### config.mk
export PLATFORM = sky130hd
export DESIGN_NAME = serirq_slave
export DESIGN_NICKNAME = d
export VERILOG_FILES = /design/src/rtl/serirq_pkg.sv /design/src/rtl/serirq_low_meter.sv /design/src/rtl/serirq_slot_seq.sv /design/src/rtl/serirq_drive.sv /design/src/rtl/serirq_slave.sv
export SDC_FILE = /design/constraint.sdc
export NUM_CORES = 1
export LEC_CHECK = 0
export ABC_AREA = 1
export BUFFER_PORTS_ARGS = -buffer_cell sky130_fd_sc_hd__buf_2
export CAP_MARGIN = 20
export CORE_AREA = 4 4 53 55
export CTS_BUF_LIST = sky130_fd_sc_hd__clkbuf_4 sky130_fd_sc_hd__clkbuf_8 sky130_fd_sc_hd__clkbuf_16
export DETAILED_ROUTE_END_ITERATION = 16
export DIE_AREA = 0 0 57 59
export HOLD_SLACK_MARGIN = 0.02
export PLACE_DENSITY_LB_ADDON = 0.2
export SYNTH_ARGS = -nofsm -noshare
export SYNTH_HDL_FRONTEND = slang
export SYNTH_SLANG_ARGS = --single-unit
### constraint.sdc
create_clock -name clk -period 3.91 [get_ports clk]
set_clock_uncertainty 0.05 [all_clocks]
set_input_delay 0.391 -clock clk [delete_from_list [all_inputs] [get_ports clk]]
set_output_delay 0.391 -clock clk [all_outputs]
set_load 0.02 [all_outputs]
### src/rtl/serirq_pkg.sv
`timescale 1ns/1ps
package serirq_pkg;

  // Which slot of a frame the current clock period is.
  typedef enum logic [1:0] {
    SLOT_SAMPLE  = 2'd0,
    SLOT_RECOVER = 2'd1,
    SLOT_TURN    = 2'd2
  } slot_e;

  // Engine phase across a whole serial cycle.
  typedef enum logic [1:0] {
    ENG_IDLE   = 2'd0,
    ENG_FRAMES = 2'd1,
    ENG_STOP   = 2'd2
  } eng_e;

  // Mode chosen by the previous stop frame.
  typedef enum logic {
    MODE_CONT  = 1'b0,
    MODE_QUIET = 1'b1
  } mode_e;

endpackage

### src/rtl/serirq_low_meter.sv
`timescale 1ns/1ps
// Measures runs of low samples on the wire and reports each run's length
// on the edge that first samples the wire high again.
module serirq_low_meter #(
  parameter int MAX_RUN = 15,
  parameter int RW      = $clog2(MAX_RUN + 1)
) (
  input  logic          clk,
  input  logic          rst_n,
  input  logic          line_in,
  output logic          run_done,
  output logic [RW-1:0] run_len
);

  logic [RW-1:0] cnt_q;

  always_ff @(posedge clk or negedge rst_n) begin
    if (!rst_n) begin
      cnt_q <= '0;
    end else if (!line_in) begin
      if (cnt_q != RW'(MAX_RUN)) cnt_q <= cnt_q + 1'b1;
    end else begin
      cnt_q <= '0;
    end
  end

  assign run_done = line_in && (cnt_q != '0);
  assign run_len  = cnt_q;

endmodule

### src/rtl/serirq_slot_seq.sv
`timescale 1ns/1ps
// Tracks the cycle phase, the frame index and the slot inside each frame,
// and keeps the mode chosen by the last stop frame.
module serirq_slot_seq
  import serirq_pkg::*;
#(
  parameter int NUM_IRQ   = 16,
  parameter int START_MIN = 4,
  parameter int QUIET_LEN = 2,
  parameter int CONT_LEN  = 3,
  parameter int RW        = 4,
  parameter int FW        = $clog2(NUM_IRQ + 2)
) (
  input  logic          clk,
  input  logic          rst_n,
  input  logic          run_done,
  input  logic [RW-1:0] run_len,
  output eng_e          state_q,
  output eng_e          state_d,
  output slot_e         slot_d,
  output logic [FW-1:0] frame_d,
  output mode_e         mode_q,
  output logic          start_hit
);

  localparam logic [FW-1:0] CHK_ID   = FW'(NUM_IRQ);
  localparam logic [FW-1:0] START_ID = FW'(NUM_IRQ + 1);

  slot_e         slot_q;
  logic [FW-1:0] frame_q;
  logic          stop_hit;

  assign start_hit = (state_q == ENG_IDLE) && run_done && (run_len >= RW'(START_MIN));
  assign stop_hit  = (state_q == ENG_STOP) && run_done;

  always_comb begin
    state_d = state_q;
    slot_d  = slot_q;
    frame_d = frame_q;
    case (state_q)
      ENG_IDLE: begin
        if (start_hit) begin
          state_d = ENG_FRAMES;
          slot_d  = SLOT_RECOVER;
          frame_d = START_ID;
        end
      end
      ENG_FRAMES: begin
        case (slot_q)
          SLOT_RECOVER: slot_d = SLOT_TURN;
          SLOT_TURN: begin
            if (frame_q == CHK_ID) begin
              state_d = ENG_STOP;
            end else begin
              slot_d  = SLOT_SAMPLE;
              frame_d = (frame_q == START_ID) ? FW'(0) : frame_q + 1'b1;
            end
          end
          default: slot_d = SLOT_RECOVER;
        endcase
      end
      default: begin
        if (stop_hit) state_d = ENG_IDLE;
      end
    endcase
  end

  always_ff @(posedge clk or negedge rst_n) begin
    if (!rst_n) begin
      state_q <= ENG_IDLE;
      slot_q  <= SLOT_TURN;
      frame_q <= START_ID;
      mode_q  <= MODE_CONT;
    end else begin
      state_q <= state_d;
      slot_q  <= slot_d;
      frame_q <= frame_d;
      if (stop_hit) begin
        if (run_len == RW'(QUIET_LEN))      mode_q <= MODE_QUIET;
        else if (run_len >= RW'(CONT_LEN))  mode_q <= MODE_CONT;
      end
    end
  end

endmodule

### src/rtl/serirq_drive.sv
`timescale 1ns/1ps
// Registers the two pad enables from the next slot. It also issues the
// one-clock cycle request in quiet mode.
module serirq_drive
  import serirq_pkg::*;
#(
  parameter int NUM_IRQ = 16,
  parameter int FW      = $clog2(NUM_IRQ + 2)
) (
  input  logic               clk,
  input  logic               rst_n,
  input  logic               line_in,
  input  eng_e               state_q,
  input  eng_e               state_d,
  input  slot_e              slot_d,
  input  logic [FW-1:0]      frame_d,
  input  mode_e              mode_q,
  input  logic               start_hit,
  input  logic [NUM_IRQ-1:0] irq_req,
  input  logic               chk_req,
  output logic               drv_low,
  output logic               drv_high
);

  localparam int PADW = 1 << FW;

  logic [PADW-1:0] req_pad;
  logic            any_req;
  logic            in_frames_d;
  logic            kick_sent_q;
  logic            kick;

  assign req_pad     = PADW'({chk_req, irq_req});
  assign any_req     = |{chk_req, irq_req};
  assign in_frames_d = (state_d == ENG_FRAMES);
  assign kick        = (state_q == ENG_IDLE) && (state_d == ENG_IDLE) &&
                       (mode_q == MODE_QUIET) && line_in && any_req && !kick_sent_q;

  always_ff @(posedge clk or negedge rst_n) begin
    if (!rst_n) begin
      drv_low     <= 1'b0;
      drv_high    <= 1'b0;
      kick_sent_q <= 1'b0;
    end else begin
      drv_low  <= 1'b0;
      drv_high <= 1'b0;
      if (start_hit)  kick_sent_q <= 1'b0;
      else if (kick)  kick_sent_q <= 1'b1;
      if (in_frames_d && (slot_d == SLOT_SAMPLE)) begin
        drv_low <= req_pad[frame_d];
      end else if (in_frames_d && (slot_d == SLOT_RECOVER)) begin
        drv_high <= drv_low;
      end else if (kick) begin
        drv_low <= 1'b1;
      end
    end
  end

endmodule

### src/rtl/serirq_slave.sv
`timescale 1ns/1ps
module serirq_slave
  import serirq_pkg::*;
#(
  parameter int NUM_IRQ   = 16,
  parameter int START_MIN = 4,
  parameter int QUIET_LEN = 2,
  parameter int CONT_LEN  = 3,
  parameter int MAX_RUN   = 15
) (
  input  logic               clk,
  input  logic               rst_n,
  input  logic               line_in,
  input  logic [NUM_IRQ-1:0] irq_req,
  input  logic               chk_req,
  output logic               drv_low,
  output logic               drv_high
);

  localparam int RW = $clog2(MAX_RUN + 1);
  localparam int FW = $clog2(NUM_IRQ + 2);

  logic          run_done;
  logic [RW-1:0] run_len;
  eng_e          state_q;
  eng_e          state_d;
  slot_e         slot_d;
  logic [FW-1:0] frame_d;
  mode_e         mode_q;
  logic          start_hit;
  logic          in_frames;
  logic          quiet_mode;

  assign in_frames  = (state_q == ENG_FRAMES);
  assign quiet_mode = (mode_q == MODE_QUIET);

  serirq_low_meter #(.MAX_RUN(MAX_RUN), .RW(RW)) u_meter (
    .clk      (clk),
    .rst_n    (rst_n),
    .line_in  (line_in),
    .run_done (run_done),
    .run_len  (run_len)
  );

  serirq_slot_seq #(
    .NUM_IRQ   (NUM_IRQ),
    .START_MIN (START_MIN),
    .QUIET_LEN (QUIET_LEN),
    .CONT_LEN  (CONT_LEN),
    .RW        (RW),
    .FW        (FW)
  ) u_seq (
    .clk       (clk),
    .rst_n     (rst_n),
    .run_done  (run_done),
    .run_len   (run_len),
    .state_q   (state_q),
    .state_d   (state_d),
    .slot_d    (slot_d),
    .frame_d   (frame_d),
    .mode_q    (mode_q),
    .start_hit (start_hit)
  );

  serirq_drive #(.NUM_IRQ(NUM_IRQ), .FW(FW)) u_drive (
    .clk       (clk),
    .rst_n     (rst_n),
    .line_in   (line_in),
    .state_q   (state_q),
    .state_d   (state_d),
    .slot_d    (slot_d),
    .frame_d   (frame_d),
    .mode_q    (mode_q),
    .start_hit (start_hit),
    .irq_req   (irq_req),
    .chk_req   (chk_req),
    .drv_low   (drv_low),
    .drv_high  (drv_high)
  );

endmodule

======== Word-level counts from Yosys, hierarchy flattened ========
Cells that the tools add are included.
cells by class
  reductions and logical operators ........ 21
  eq/ne operators ......................... 10
  add/subtract/negate cells ............... 2
  muxes and demuxes ....................... 27
  $lt $le $gt $ge ......................... 3
operator list
  kind                                                        number
  two-way mux 5 bit                                           4
  OR reduction 17 bit                                         1
  two-way mux 2 bit                                           6
  case mux 2 bit (2 select lines)                             3
  logical AND 1 bit                                           11
  == test 5 bit, second input constant                        2
  two-way mux 1 bit                                           10
  case mux 5 bit (2 select lines)                             1
  == test 2 x 1 -> 1 bit, second input constant               4
  two-way mux 4 bit                                           2
  logical NOT 2 bit                                           3
  less-than comparator 5 x 6 -> 1 bit, second input constant  1
  nonzero test 2 bit                                          3
  adder 5 x 1 -> 5 bit, second input constant                 1
  binary-select mux 1 bit (select 5 bit)                      1
  adder 4 x 1 -> 4 bit, second input constant                 1
  == test 2 bit, second input constant                        2
  == test 4 x 2 -> 1 bit, second input constant               1
  >= comparator 4 x 2 -> 1 bit, second input constant         1
  >= comparator 4 x 3 -> 1 bit, second input constant         1
  inequality test 4 bit, second input constant                1
  nonzero test 4 bit                                          1
  AND reduction 2 bit                                         1
  logical NOT 1 bit                                           1
word-level totals
  input port bits ......................... 20
  bits in registers ....................... 17

======== Logic depth before layout (Yosys ltp) ========
  depth in word-level cells ............... 15
  mapped depth ............................ 18
  mapped depth without buffers ............ 18

======== By module ========
A second synthesis with hierarchy kept.
second synthesis, totals
  cells, all modules ...................... 205
  area, all modules ....................... 1351.3 um^2
modules (own cells, without submodules)
  module            area an instance (um^2)  cells each  times used  sequential area each (um^2)
  serirq_slot_seq   705.7                    96          1           254.0
  serirq_drive      415.4                    79          1           75.1
  serirq_low_meter  230.2                    30          1           100.1

======== Worst setup path before layout ========
OpenSTA, ideal clock, no wires.
  path kind ............................... register -> register
  start ................................... register u_seq.frame_q[0]
  end ..................................... register u_drive.drv_low
  stages on the path, launching flop included .. 17
  period minus slack after synthesis ...... 1.947 ns
  path slack .............................. 1.963 ns
  buffers on the path ..................... 0
  data arrival time ....................... 1.773 ns
  cell sequence ........................... dfstp_2 inv_1 ha_1 nand2_1 inv_1 nand2_4 nand4_1 nand2_4 nand2_8 inv_4 nor2_1 nor2_2 nor2_1 nor2_1 nand2_1 nand2_1 nand2_1
between the ends
  elaborated cells between the ends (all ways) .. 30
RTL lines
  element                                                RTL line               RTL
  start: declaration                                     serirq_slot_seq.sv:30  logic [FW-1:0] frame_q;
  start signal: assignment                               serirq_slot_seq.sv:77  frame_q <= frame_d;
  adder 5 x 1 -> 5 bit or == test 5 bit (tied branches)  serirq_slot_seq.sv:56  frame_d = (frame_q == START_ID) ? FW'(0) : frame_q + 1'b1;
  two-way mux 5 bit                                      serirq_slot_seq.sv:56
  two-way mux 5 bit                                      serirq_slot_seq.sv:52  if (frame_q == CHK_ID) begin
  two-way mux 5 bit                                      serirq_slot_seq.sv:49  case (slot_q)
  case mux 5 bit (2 select lines) (*)                    serirq_slot_seq.sv:40  case (state_q)
  named net frame_d[0]                                   serirq_slave.sv:28     logic [FW-1:0] frame_d;
  binary-select mux 1 bit (select 5 bit) (*)             serirq_drive.sv:50     drv_low <= req_pad[frame_d];
  two-way mux 1 bit (not written as such) (*)            serirq_drive.sv:50
  two-way mux 1 bit (*)                                  serirq_drive.sv:49     if (in_frames_d && (slot_d == SLOT_SAMPLE)) begin
  end signal: assignment                                 serirq_drive.sv:50
  end: declaration                                       serirq_drive.sv:21     output logic drv_low,
Mark *: on every way through the listed nets, which the timed path passes. The rest lies on a longest branch. The select of a mux whose other input is x is not followed.
A chain may end at the register's enable or synchronous reset.

======== Worst setup path in the final report ========
  start ................................... register u_seq.frame_q[0]
  end ..................................... register u_drive.drv_low
between the ends
  cells in the longest elaborated chain, start to end .. 13
  elaborated cells between the ends (all ways) .. 30
RTL lines
  element                                                                        RTL line
  parallel branches: the longest is 12 deep, another holds adder 5 x 1 -> 5 bit  -
  two-way mux 1 bit (*)                                                          serirq_drive.sv:49
Every way passes the cells marked *. The select of a mux whose other input is x is not followed.

==> flow_summary.ini <==
[timing]
grt_setup_unrepaired = no
fin_tns_setup_ps = 0
holdWs_ps = 225.6
finalCritPeriodShare_pct = 55.38
setup_slack_ps = 1744
fmax_mhz = 461.8
slew_headroom_pct = 74.19
hold_violations = 0
worstMarginPinSlew_ps = 387.2
min_period_ps = 2166
setup_viol_count_final = 0
drv_slew = 0

[die]
initial_utilization_pct = 56.71
dieWidth_um = 57
fp.dieH_um = 59
rows = 18
num_io_pins = 22
coreArea_um2 = 2387
design.die.area_um2 = 3363

[critical_path]
critical_path.startpoint_type = register
r2r_setup_slack_ps = 1740
cp_max_fo = 9
rr_startpoint = u_seq.frame_q[0]
timing.rr.end = u_drive.drv_low
critical_path.startpoint = u_seq.frame_q[0]
cp_slowest_cell = dfstp_2
cp.arrival_ps = 2300
rr_worst_depth = 16
endpoint_kind = register
worst_path_largest_cell_delay_ps = 570
cpMostUsedCell = nand2_1
required_ps = 4050
path_cells = inv_1 > ha_1 > nand2_1 > inv_1 > nand2_4 > nand4_1 > nand2_4 > nand2_8 > nand2_1 > nand3_1 > nand3_1 > nand2_1 > nor2_1 > nand2_1 > nand2_1 > nand2_1
path_class = reg2reg

[clock_network]
root_buffer = clkbuf_4
htreeDepth = 1
clkLatencyLatePin_ps = 290
numCtsBuffers = 3
cts_tree = built
cts_sinks = 17
path_clk_slew_ps = 110
postCtsSetupBuffers = 0
clk_path_buf_depth = 2

[worst_hold_path]
hp-class = in2reg
hp-start = line_in
hold_depth = 2
whs_endpoint = u_meter.run_len[3]

[cells_and_area]
seq_area_um2 = 429.2
nets = 232
fillers = 238
multi_input_area_um2 = 797.0
final_area_um2 = 1529
drive_above_1_share_pct = 24.63
area_growth_pct = 12.94
antenna_cells = 0

[yosys]
synthArstFlopShare_pct = 100.0
syn_inst = 178
synth_cell_types = 33
synth_edf_count = 0
synth_seq_cells = 17
syn_avg_cell_area_um2 = 7.606
syn-num-nets = 206
yosys_warnings = 0
ys.flop_type = dfrtp_1
seq_area_frac_synth_pct = 31.70
syn_area_um2 = 1354

[power]
totalPowerFinal_uw = 310.3
ir_drop_v = 0.0001428
leakage_nw = 0.7843
power.density_nw_per_um2 = 203.0

[place]
place_congestion = 0.8393
dp_worst_setup_slack_ps = 1759
dp_hpwl_mm = 2.344
portBuffers = 21
placement.cell_area_um2 = 1491

[drt]
dr.first_iter.drc_count = 23
drt_pass1_iterations = 4
wl_mm = 2.832
drc = 0
drt.antenna.violating_nets = 0
wl_per_cell_um = 12.15
num_vias = 1243
vias_per_cell = 5.335

[grt]
grt_max_degree = 18
grt_pass1_vias = 1221
grt.total_usage_pct = 18.50
grt_pass1_wl_mm = 4.933
grt_overflow = 0
antenna_found_initial = 0

[flow_run]
cap_violations = 0

[status]
status = finished clean
[routing by layer]
metal,wire length (um),vias to the layer above,GRT usage [%]
met5,0,-,0
met4,48,0,8.278
met3,130,6,2.832
met2,1343,22,31.00
met1,1310,572,23.67
li1,-,643,-
[cell usage in the layout, fill, tap and decap left out, drive strengths merged]
master,count
a211oi,2
a21boi,1
a21o,1
a21oi,6
a31oi,1
a32o,1
and3,1
buf,21
clkbuf,3
clkinv,2
dfrtp,14
dfstp,3
dlygate4sd3,1
ha,8
inv,31
nand2,39
nand3,22
nand3b,4
nand4,6
nor2,15
nor3,1
nor4,5
o21ai,14
o22ai,1
[repair_timing]
item,4_1_cts,5_1_grt
endpoints found under the hold margin,14,0
hold buffers,1,0
resized for setup,0,0
[how the worst max path moves through the flow]
stage | cells past startpoint | endpoint
floorplan | 16 | u_drive.drv_low
global placement | 16 | u_drive.drv_low
detailed placement | 16 | u_drive.drv_low
CTS | 16 | u_drive.drv_low
global route | 16 | u_drive.drv_low
finish | 16 | u_drive.drv_low
[stage by stage]
stage	instances	utilization (%)
floorplan	178	-
global placement	228	62.47
detailed placement	228	62.47
CTS	233	64.05
global route	233	64.05
finish	233	64.05
[Yosys cell counts (all sizes together), types with 2 or more instances]
cell	number	area [um2]
nand3	22	122.6
dfstp	3	78.83
nand4	6	37.54
nand2	39	202.7
nor2	15	97.60
nand3b	4	30.03
inv	31	118.9
a21oi	6	30.03
nor4	5	31.28
a211oi	2	15.01
o21ai	14	81.33
ha	8	100.1
dfrtp	14	350.3
[registers in the layout, summed over array words and instances, names as in the netlist]
signal               flops
u_drive.drv_high         1
u_drive.drv_low          1
u_drive.kick_sent_q      1
u_meter.run_len          4
u_seq.frame_q            5
u_seq.mode_q             1
u_seq.slot_q             2
u_seq.state_q            2
[kinds of logic after synthesis]
group,share of synthesized area (%)
AO/OA/AOI/OAI,12.11
buffers and inverters,9.427
adder cells (fa/ha/maj),7.394
flip-flops,31.70
AND/OR/NAND/NOR,39.37
[final cells by class]
type | count | area share, %
Multi-Input combinational cell | 128 | 52.13
Sequential cell | 17 | 28.07
Inverter | 32 | 8.020
Timing Repair Buffer | 22 | 7.529
Tap cell | 30 | 2.455
Clock buffer | 3 | 1.473
Clock inverter | 1 | 0.3273
[critical path, delay by kind of cell, from the launching register on]
kind	cells	cell delay, ps
AND/OR/NAND/NOR	13	1060
buffers and inverters	2	160
adder cells (fa/ha/maj)	1	220
flip-flops	1	570
[report_power, final]
part / total [mW] / internal [mW] / switching, mW
clock network: 0.0956 / 0.0380 / 0.0575
logic: 0.0338 / 0.0151 / 0.0187
registers: 0.181 / 0.178 / 0.00269
(Power assumes the default switching activity.)
